File: src/rtl/spiMemPkg.sv
package spiMemPkg;
  localparam int ADDR_W = 16;

  localparam logic [7:0] OP_WRSR  = 8'h01;
  localparam logic [7:0] OP_WRITE = 8'h02;
  localparam logic [7:0] OP_READ  = 8'h03;
  localparam logic [7:0] OP_WRDI  = 8'h04;
  localparam logic [7:0] OP_RDSR  = 8'h05;
  localparam logic [7:0] OP_WREN  = 8'h06;

  typedef enum logic [3:0] {
    PH_IDLE, PH_CMD, PH_ADDR, PH_WDATA, PH_SDATA,
    PH_RDOUT, PH_STOUT, PH_ARMED, PH_SKIP
  } phase_e;

  // Strobes from control to datapath, valid for one system clock
  typedef struct packed {
    logic       shiftIn;
    logic       addrHi;
    logic       addrLo;
    logic       rdInc;
    logic       bufWrite;
    logic       bufClear;
    logic       outLoadMem;
    logic       outLoadStat;
    logic       outShift;
    logic       userCapture;
    logic       userCommit;
    logic       commitEn;
    logic [7:0] commitIdx;
  } strobe_t;
endpackage

File: src/rtl/spiMemControl.sv
module spiMemControl
  import spiMemPkg::*;
#(
  parameter int PAGE_BYTES   = 64,
  parameter int WRITE_CYCLES = 5000
) (
  input  logic       clk,
  input  logic       rstN,
  input  logic       sck,
  input  logic       csN,
  input  logic       si,
  input  logic [7:0] rxByte,
  output logic       siS,
  output strobe_t    strb,
  output logic       busy,
  output logic       wel,
  output logic       soActive
);
  localparam int CNT_W = $clog2(WRITE_CYCLES + 1);

  logic [2:0] sckPipe, csPipe;
  logic [1:0] siPipe;

  always_ff @(posedge clk or negedge rstN) begin
    if (!rstN) begin
      sckPipe <= '0;
      csPipe  <= '1;
      siPipe  <= '0;
    end else begin
      sckPipe <= {sckPipe[1:0], sck};
      csPipe  <= {csPipe[1:0], csN};
      siPipe  <= {siPipe[0], si};
    end
  end

  logic csActive, csFall, csRise, sckRise, sckFall;
  assign siS      = siPipe[1];
  assign csActive = ~csPipe[1];
  assign csFall   = ~csPipe[1] & csPipe[2];
  assign csRise   = csPipe[1] & ~csPipe[2];
  assign sckRise  = sckPipe[1] & ~sckPipe[2];
  assign sckFall  = ~sckPipe[1] & sckPipe[2];

  phase_e           phase, phaseN;
  logic [2:0]       bitIdx, bitIdxN, outBit, outBitN;
  logic             addrSecond, addrSecondN, haveByte, haveByteN;
  logic             outStarted, outStartedN, welN, busyN;
  logic [7:0]       opReg, opRegN;
  logic [CNT_W-1:0] busyCnt, busyCntN;

  always_comb begin
    strb        = '0;
    phaseN      = phase;
    bitIdxN     = bitIdx;
    outBitN     = outBit;
    addrSecondN = addrSecond;
    haveByteN   = haveByte;
    outStartedN = outStarted;
    opRegN      = opReg;
    welN        = wel;
    busyN       = busy;
    busyCntN    = busyCnt;

    // internal write cycle: sweep the page buffer, then release
    if (busy) begin
      if (busyCnt == CNT_W'(WRITE_CYCLES - 1)) begin
        busyN = 1'b0;
        welN  = 1'b0;
      end else begin
        busyCntN = busyCnt + 1'b1;
      end
      if (int'(busyCnt) < PAGE_BYTES) begin
        strb.commitEn  = 1'b1;
        strb.commitIdx = 8'(busyCnt);
      end
    end

    if (csFall) begin
      phaseN        = PH_CMD;
      bitIdxN       = '0;
      outBitN       = '0;
      outStartedN   = 1'b0;
      addrSecondN   = 1'b0;
      haveByteN     = 1'b0;
      strb.bufClear = ~busy;
    end else if (csRise) begin
      case (phase)
        PH_ARMED: begin
          if (opReg == OP_WREN) welN = 1'b1;
          else if (opReg == OP_WRDI) welN = 1'b0;
        end
        PH_WDATA: begin
          if (haveByte && bitIdx == 3'd0) begin
            busyN    = 1'b1;
            busyCntN = '0;
          end
        end
        PH_SDATA: begin
          if (haveByte && bitIdx == 3'd0) begin
            busyN           = 1'b1;
            busyCntN        = '0;
            strb.userCommit = 1'b1;
          end
        end
        default: ;
      endcase
      phaseN = PH_IDLE;
    end else if (csActive && sckRise) begin
      strb.shiftIn = 1'b1;
      bitIdxN      = bitIdx + 3'd1;
      if (phase == PH_ARMED) begin
        phaseN = PH_SKIP;
      end else if (bitIdx == 3'd7) begin
        case (phase)
          PH_CMD: begin
            opRegN = rxByte;
            if (busy && rxByte != OP_RDSR) phaseN = PH_SKIP;
            else begin
              case (rxByte)
                OP_WREN, OP_WRDI: phaseN = PH_ARMED;
                OP_RDSR:          phaseN = PH_STOUT;
                OP_READ:          phaseN = PH_ADDR;
                OP_WRITE:         phaseN = wel ? PH_ADDR : PH_SKIP;
                OP_WRSR:          phaseN = wel ? PH_SDATA : PH_SKIP;
                default:          phaseN = PH_SKIP;
              endcase
            end
          end
          PH_ADDR: begin
            if (!addrSecond) begin
              strb.addrHi = 1'b1;
              addrSecondN = 1'b1;
            end else begin
              strb.addrLo = 1'b1;
              phaseN      = (opReg == OP_READ) ? PH_RDOUT : PH_WDATA;
            end
          end
          PH_WDATA: begin
            strb.bufWrite = 1'b1;
            haveByteN     = 1'b1;
          end
          PH_SDATA: begin
            strb.userCapture = 1'b1;
            haveByteN        = 1'b1;
          end
          default: ;
        endcase
      end
    end else if (csActive && sckFall && (phase == PH_RDOUT || phase == PH_STOUT)) begin
      outStartedN = 1'b1;
      outBitN     = outBit + 3'd1;
      if (outBit == 3'd0) begin
        if (phase == PH_RDOUT) begin
          strb.outLoadMem = 1'b1;
          strb.rdInc      = 1'b1;
        end else begin
          strb.outLoadStat = 1'b1;
        end
      end else begin
        strb.outShift = 1'b1;
      end
    end
  end

  always_ff @(posedge clk or negedge rstN) begin
    if (!rstN) begin
      phase      <= PH_IDLE;
      bitIdx     <= '0;
      outBit     <= '0;
      addrSecond <= 1'b0;
      haveByte   <= 1'b0;
      outStarted <= 1'b0;
      opReg      <= '0;
      wel        <= 1'b0;
      busy       <= 1'b0;
      busyCnt    <= '0;
    end else begin
      phase      <= phaseN;
      bitIdx     <= bitIdxN;
      outBit     <= outBitN;
      addrSecond <= addrSecondN;
      haveByte   <= haveByteN;
      outStarted <= outStartedN;
      opReg      <= opRegN;
      wel        <= welN;
      busy       <= busyN;
      busyCnt    <= busyCntN;
    end
  end

  assign soActive = outStarted && (phase == PH_RDOUT || phase == PH_STOUT);
endmodule

File: src/rtl/spiMemDatapath.sv
module spiMemDatapath
  import spiMemPkg::*;
#(
  parameter int PAGE_BYTES = 64
) (
  input  logic              clk,
  input  logic              rstN,
  input  logic              siS,
  input  strobe_t           strb,
  input  logic              busy,
  input  logic              wel,
  input  logic [7:0]        memRdData,
  output logic [7:0]        rxByte,
  output logic              soBit,
  output logic [ADDR_W-1:0] memAddr,
  output logic [7:0]        memWrData,
  output logic              memWe
);
  localparam int PAGE_W = $clog2(PAGE_BYTES);

  logic [6:0]        rxShift;
  logic [ADDR_W-1:0] addr;
  logic [7:0]        outReg;
  logic [5:0]        userBits, userPend;
  logic [PAGE_BYTES-1:0] dirty;
  logic [7:0]        pageBuf [PAGE_BYTES];
  logic [PAGE_W-1:0] commitOff, fillOff;
  logic [7:0]        statusByte;
  logic              unusedIdx;

  assign rxByte     = {rxShift, siS};
  assign commitOff  = strb.commitIdx[PAGE_W-1:0];
  assign fillOff    = addr[PAGE_W-1:0];
  assign statusByte = {userBits, wel, busy};
  assign unusedIdx  = ^strb.commitIdx;

  always_ff @(posedge clk or negedge rstN) begin
    if (!rstN) begin
      rxShift  <= '0;
      addr     <= '0;
      outReg   <= '0;
      userBits <= '0;
      userPend <= '0;
      dirty    <= '0;
    end else begin
      if (strb.shiftIn) rxShift <= rxByte[6:0];
      if (strb.addrHi)  addr[ADDR_W-1 -: 8] <= rxByte;
      if (strb.addrLo)  addr[7:0] <= rxByte;
      if (strb.rdInc)   addr <= addr + 1'b1;
      if (strb.bufWrite) begin
        dirty[fillOff]        <= 1'b1;
        addr[PAGE_W-1:0]      <= fillOff + 1'b1;
      end
      if (strb.bufClear)    dirty <= '0;
      if (strb.outLoadMem)  outReg <= memRdData;
      if (strb.outLoadStat) outReg <= statusByte;
      if (strb.outShift)    outReg <= {outReg[6:0], 1'b0};
      if (strb.userCapture) userPend <= rxByte[7:2];
      if (strb.userCommit)  userBits <= userPend;
    end
  end

  always_ff @(posedge clk) begin
    if (strb.bufWrite) pageBuf[fillOff] <= rxByte;
  end

  assign soBit     = outReg[7];
  assign memAddr   = strb.commitEn ? {addr[ADDR_W-1:PAGE_W], commitOff} : addr;
  assign memWe     = strb.commitEn & dirty[commitOff];
  assign memWrData = pageBuf[commitOff];
endmodule

File: src/rtl/spiMemCtrl.sv
module spiMemCtrl
  import spiMemPkg::*;
#(
  parameter int PAGE_BYTES   = 64,
  parameter int WRITE_CYCLES = 5000
) (
  input  logic        clk,
  input  logic        rstN,
  input  logic        sck,
  input  logic        csN,
  input  logic        si,
  output logic        soData,
  output logic        soOe,
  output logic [15:0] memAddr,
  input  logic [7:0]  memRdData,
  output logic [7:0]  memWrData,
  output logic        memWe
);
  strobe_t    strb;
  logic       siS, busy, wel, soActive, soBit;
  logic [7:0] rxByte;

  spiMemControl #(.PAGE_BYTES(PAGE_BYTES), .WRITE_CYCLES(WRITE_CYCLES)) u_control (
    .clk(clk), .rstN(rstN), .sck(sck), .csN(csN), .si(si), .rxByte(rxByte),
    .siS(siS), .strb(strb), .busy(busy), .wel(wel), .soActive(soActive)
  );

  spiMemDatapath #(.PAGE_BYTES(PAGE_BYTES)) u_datapath (
    .clk(clk), .rstN(rstN), .siS(siS), .strb(strb), .busy(busy), .wel(wel),
    .memRdData(memRdData), .rxByte(rxByte), .soBit(soBit), .memAddr(memAddr),
    .memWrData(memWrData), .memWe(memWe)
  );

  assign soOe   = soActive & ~csN;
  assign soData = soBit;
endmodule

File: config.mk
export PLATFORM = sky130hd
export DESIGN_NAME = spiMemCtrl
export DESIGN_NICKNAME = d
export VERILOG_FILES = /design/src/rtl/spiMemPkg.sv /design/src/rtl/spiMemControl.sv /design/src/rtl/spiMemDatapath.sv /design/src/rtl/spiMemCtrl.sv
export SDC_FILE = /design/constraint.sdc
export NUM_CORES = 1
export LEC_CHECK = 0
export BUFFER_PORTS_ARGS = -buffer_cell sky130_fd_sc_hd__buf_4
export CAP_MARGIN = 30
export CORE_MARGIN = 10
export CORE_UTILIZATION = 45
export CTS_BUF_LIST = sky130_fd_sc_hd__clkbuf_4
export DETAILED_ROUTE_END_ITERATION = 16
export GPL_TIMING_DRIVEN = 0
export PLACE_DENSITY = 0.63
export SYNTH_ARGS = -nofsm -noshare
export SYNTH_HDL_FRONTEND = slang
export SYNTH_HIERARCHICAL = 1
export SYNTH_SLANG_ARGS = --single-unit
File: constraint.sdc
create_clock -name clk -period 6.45 [get_ports clk]
set_input_delay 0.3225 -clock clk [delete_from_list [all_inputs] [get_ports clk]]
set_output_delay 0.3225 -clock clk [all_outputs]
set_load 0.01 [all_outputs]
==> results_tabular.tex <==
\begin{tabular}{lr}
\hline
Metric & Value \\
\hline
\multicolumn{2}{l}{\textbf{Status}} \\
\quad Status & completed \\
\multicolumn{2}{l}{\textbf{Setup path}} \\
\quad Type of the worst setup path & register to output pin \\
\quad Worst Setup End Kind & output pin \\
\quad Data required time of the worst path & 6.13 ns \\
\quad Critical Path AT & 5.74 ns \\
\quad Element type at the critical path start & register \\
\quad Beginning of the critical path & u\_control/busy\$\_DFF\_PN0\_ \\
\quad Crit-path max FO & 10 \\
\quad Launching point of the worst reg2reg path & u\_control/csPipe[2]\$\_DFF\_PN1\_ \\
\multicolumn{2}{l}{\textbf{CTS}} \\
\quad H-tree Lvls & 4 \\
\quad Root buf cell & sky130\_fd\_sc\_hd\_\_clkbuf\_4 \\
\quad Clock Pin Slew Worst Setup and Hold Paths & 0.06 ns \\
\quad Clock tree from TritonCTS & built \\
\quad Clock tree sinks & 663 \\
\quad Num CTS Buffers & 173 \\
\quad Buffer depth of the longest clock path & 3 \\
\quad Clock latency at the later pin of the worst-skew pair & 1.02 ns \\
\multicolumn{2}{l}{\textbf{Final layout}} \\
\quad Area of the multi-input gates & 7390 um2 \\
\quad Cell area after layout & 31300 um2 \\
\quad Nets@finish & 1935 \\
\quad Share of layout cells above drive strength 1 & 29.7\% \\
\quad Sequential cell area & 19200 um2 \\
\quad Filler instances & 5069 \\
\quad Area overhead of the layout relative to synthesis & 15.0\% \\
\multicolumn{2}{l}{\textbf{Synthesis}} \\
\quad Cells after Synth & 1661 \\
\quad Syn Std Cell Area & 27200 um2 \\
\quad Average footprint of a synthesized cell & 16.4 um2 \\
\quad Net count of the mapped netlist & 1683 \\
\quad Total of warnings raised by yosys & 6 \\
\multicolumn{2}{l}{\textbf{Placement}} \\
\quad RePlAce Congestion & 0.967 \\
\quad DP HPWL & 48200 um \\
\quad I/O Buffers & 39 \\
\quad Placed Area & 28800 um2 \\
\multicolumn{2}{l}{\textbf{Global route}} \\
\quad Wire length of the first global-routing pass & 108000 um \\
\quad Total grt overflow & 0 \\
\quad Vias in the first global route & 16678 \\
\quad Maximum number of pins on one net before global-route repair & 82 \\
\quad Number of antenna violations at the first check in global routing & 3 \\
\quad Gr usage total & 20.9\% \\
\multicolumn{2}{l}{\textbf{Drt}} \\
\quad DR vias/cell & 5.84 \\
\quad DRC errors left & 0 \\
\quad Post-DR wirelength/cell & 25.7 um \\
\quad Number of vias in the routed layout & 16617 \\
\quad Remaining antenna violation count after routing & 0 \\
\quad Post-Route WL & 73200 um \\
\quad Initial DRT Pass Iterations & 5 \\
\quad DRC violation total after the first TritonRoute iteration & 2024 \\
\multicolumn{2}{l}{\textbf{Timing}} \\
\quad Final Hold Slack & 0.264 ns \\
\quad Worst-Margin Slew & 1.17 ns \\
\quad Setup repair after global routing missed its margin & no \\
\quad Final hold vios & 0 \\
\quad F\_max & 165 MHz \\
\quad Clock Skews & 0.0646 ns \\
\quad Crit share post-route & 94.0\% \\
\quad Final-layout setup total negative slack & 0 ns \\
\quad Minimum clock period & 6.06 ns \\
\quad Worst slew margin relative to its limit & 21.8\% \\
\quad Final count of pins violating max slew & 0 \\
\quad Setup violators final & 0 \\
\multicolumn{2}{l}{\textbf{Power and ir drop}} \\
\quad Worst VDD drop & 0.392 mV \\
\quad Standby leakage power & 11.1 nW \\
\quad Power density relative to cell area & 297 nW/um2 \\
\quad Clk pwr share & 40.0\% \\
\quad Sequential share of power & 54.9\% \\
\quad Switching share of power & 24.1\% \\
\quad Share of total power in combinational logic & 5.2\% \\
\quad Internal power contribution & 0.00704 W \\
\quad Total net switching power & 0.00224 W \\
\multicolumn{2}{l}{\textbf{Die}} \\
\quad Starting Density & 45.3\% \\
\quad Site Rows & 90 \\
\quad Die Outline Area & 70800 um2 \\
\quad Die span in y & 266 um \\
\quad Die width & 266 um \\
\quad Top-level port count & 40 \\
\quad Core footprint & 60100 um2 \\
\multicolumn{2}{l}{\textbf{Worst hold path}} \\
\quad Class of the most critical hold timing path & primary input to register \\
\quad Hold path startpoint & memRdData[0] \\
\multicolumn{2}{l}{\textbf{Job}} \\
\quad Count of maximum capacitance violations & 0 \\
\hline
\end{tabular}
[placed cells by master (no fill, tap or decap), types with 6 or more instances in the layout]
| cell type | count |
|---|---|
| sky130_fd_sc_hd__mux4_2 | 136 |
| sky130_fd_sc_hd__inv_1 | 20 |
| sky130_fd_sc_hd__o21ai_0 | 29 |
| sky130_fd_sc_hd__nor4_1 | 13 |
| sky130_fd_sc_hd__nand2_1 | 51 |
| sky130_fd_sc_hd__nand4_1 | 9 |
| sky130_fd_sc_hd__dfrtp_1 | 140 |
| sky130_fd_sc_hd__buf_2 | 28 |
| sky130_fd_sc_hd__clkbuf_4 | 263 |
| sky130_fd_sc_hd__buf_12 | 10 |
| sky130_fd_sc_hd__edfxtp_1 | 512 |
| sky130_fd_sc_hd__nand3_1 | 26 |
| sky130_fd_sc_hd__buf_4 | 67 |
| sky130_fd_sc_hd__nor2_1 | 251 |
| sky130_fd_sc_hd__clkbuf_1 | 36 |
| sky130_fd_sc_hd__or3_1 | 13 |
| sky130_fd_sc_hd__mux2_2 | 35 |
| sky130_fd_sc_hd__dfrtp_2 | 8 |
| sky130_fd_sc_hd__diode_2 | 7 |
| sky130_fd_sc_hd__o22ai_1 | 38 |
| sky130_fd_sc_hd__buf_6 | 12 |
| sky130_fd_sc_hd__ha_1 | 9 |
| sky130_fd_sc_hd__a21oi_1 | 33 |
| sky130_fd_sc_hd__xor2_1 | 14 |
| sky130_fd_sc_hd__nor3_1 | 20 |
| sky130_fd_sc_hd__or2_2 | 10 |
| sky130_fd_sc_hd__clkinv_2 | 6 |
| sky130_fd_sc_hd__mux2i_1 | 29 |
| sky130_fd_sc_hd__a211oi_1 | 22 |
| sky130_fd_sc_hd__nand3b_1 | 6 |
| sky130_fd_sc_hd__nor2b_1 | 27 |
| sky130_fd_sc_hd__clkinv_1 | 36 |
| sky130_fd_sc_hd__nand2b_1 | 17 |
| sky130_fd_sc_hd__dlygate4sd3_1 | 16 |
| sky130_fd_sc_hd__a31oi_1 | 8 |
[layer usage]
metal / GRT usage, % / vias up / wire length [um]
met1: 28.0 / 8535 / 29600
met5: 0 / - / 13
met2: 31.7 / 848 / 33900
li1: - / 7080 / -
met3: 6.32 / 152 / 7400
met4: 8.48 / 2 / 2210
[per-stage QoR]
step	instances	setup slack (ns)	utilization [%]	total power, W
2_1_floorplan	1661	2.99	-	0.00533
3_3_place_gp	2482	1.51	47.4	0.00558
3_5_place_dp	2501	1.48	47.9	0.00565
4_1_cts	2835	0.355	52.0	0.00938
5_1_grt	2844	0.0189	52.1	0.00968
6_report	2844	0.388	52.1	0.00929
[path summary, 6_finish.rpt]
check,to,slack (ns),depth (start not counted)
worst max-delay path,memWrData[3],0.39,13
worst min-delay path,u_datapath/outReg[0]$_DFFE_PN0P_,0.26,6
worst max register to register,u_datapath/pageBuf[6][4]$_DFFE_PP_,2.29,11
worst min register to register,u_control/siPipe[1]$_DFF_PN0_,0.35,0
max in group asynchronous,u_control/siPipe[1]$_DFF_PN0_,5.40,4
min in group asynchronous,u_control/opReg[5]$_DFFE_PN0P_,0.33,3
[worst max-delay path, stage by stage (launching register included)]
cell and delay (ns):
sky130_fd_sc_hd__dfrtp_1 0.37, sky130_fd_sc_hd__clkbuf_1 0.38, sky130_fd_sc_hd__inv_1 0.14, sky130_fd_sc_hd__or4b_1 0.56
sky130_fd_sc_hd__nor2_1 0.32, sky130_fd_sc_hd__and2_1 0.17, sky130_fd_sc_hd__buf_2 0.23, sky130_fd_sc_hd__buf_4 0.29
sky130_fd_sc_hd__buf_2 0.54, sky130_fd_sc_hd__mux4_2 0.33, sky130_fd_sc_hd__o22ai_1 0.17, sky130_fd_sc_hd__nor4_1 0.80
sky130_fd_sc_hd__mux2_2 0.32, sky130_fd_sc_hd__buf_4 0.13
[repair_timing]
item	CTS	global route
gates resized for setup	0	0
hold buffers	17	0
endpoints found under the setup margin	0	0
setup buffers	0	0
endpoints found under the hold margin	162	0
[sequential cells by signal (all words and copies together) (netlist names)]
signal,cells
u_control/bitIdx,3
u_datapath/dirty,64
u_control/busyCnt,13
u_datapath/rxShift,7
u_control/busy,1
u_control/outStarted,1
u_datapath/userPend,6
u_datapath/userBits,6
u_control/opReg,8
u_control/phase,4
u_control/sckPipe,3
u_datapath/pageBuf,512
u_control/addrSecond,1
u_control/siPipe,2
u_control/outBit,3
u_datapath/addr,16
u_control/wel,1
u_control/csPipe,3
u_control/haveByte,1
u_datapath/outReg,8
[power by group through the flow]
stage | logic, W | registers (W) | clock network (W)
after CTS | 0.000482 | 0.00509 | 0.00380
after detailed placement | 0.000469 | 0.00518 | 0
after global routing | 0.000525 | 0.00510 | 0.00406
after global placement | 0.000212 | 0.00537 | 0
after floorplan | 0.000151 | 0.00517 | 0
final | 0.000482 | 0.00509 | 0.00371
[area by class of cell]
type | count | share of cell area, %
flip-flops and latches | 663 | 61.2
multi-input cells | 874 | 23.6
clock buffers | 263 | 6.30
well taps | 782 | 3.12
repair buffers | 77 | 2.46
plain buffers | 102 | 1.95
clock inverters | 54 | 1.03
inverters | 22 | 0.264
diodes | 7 | 0.0559
Note: power is estimated with default switching activity, not from simulation.
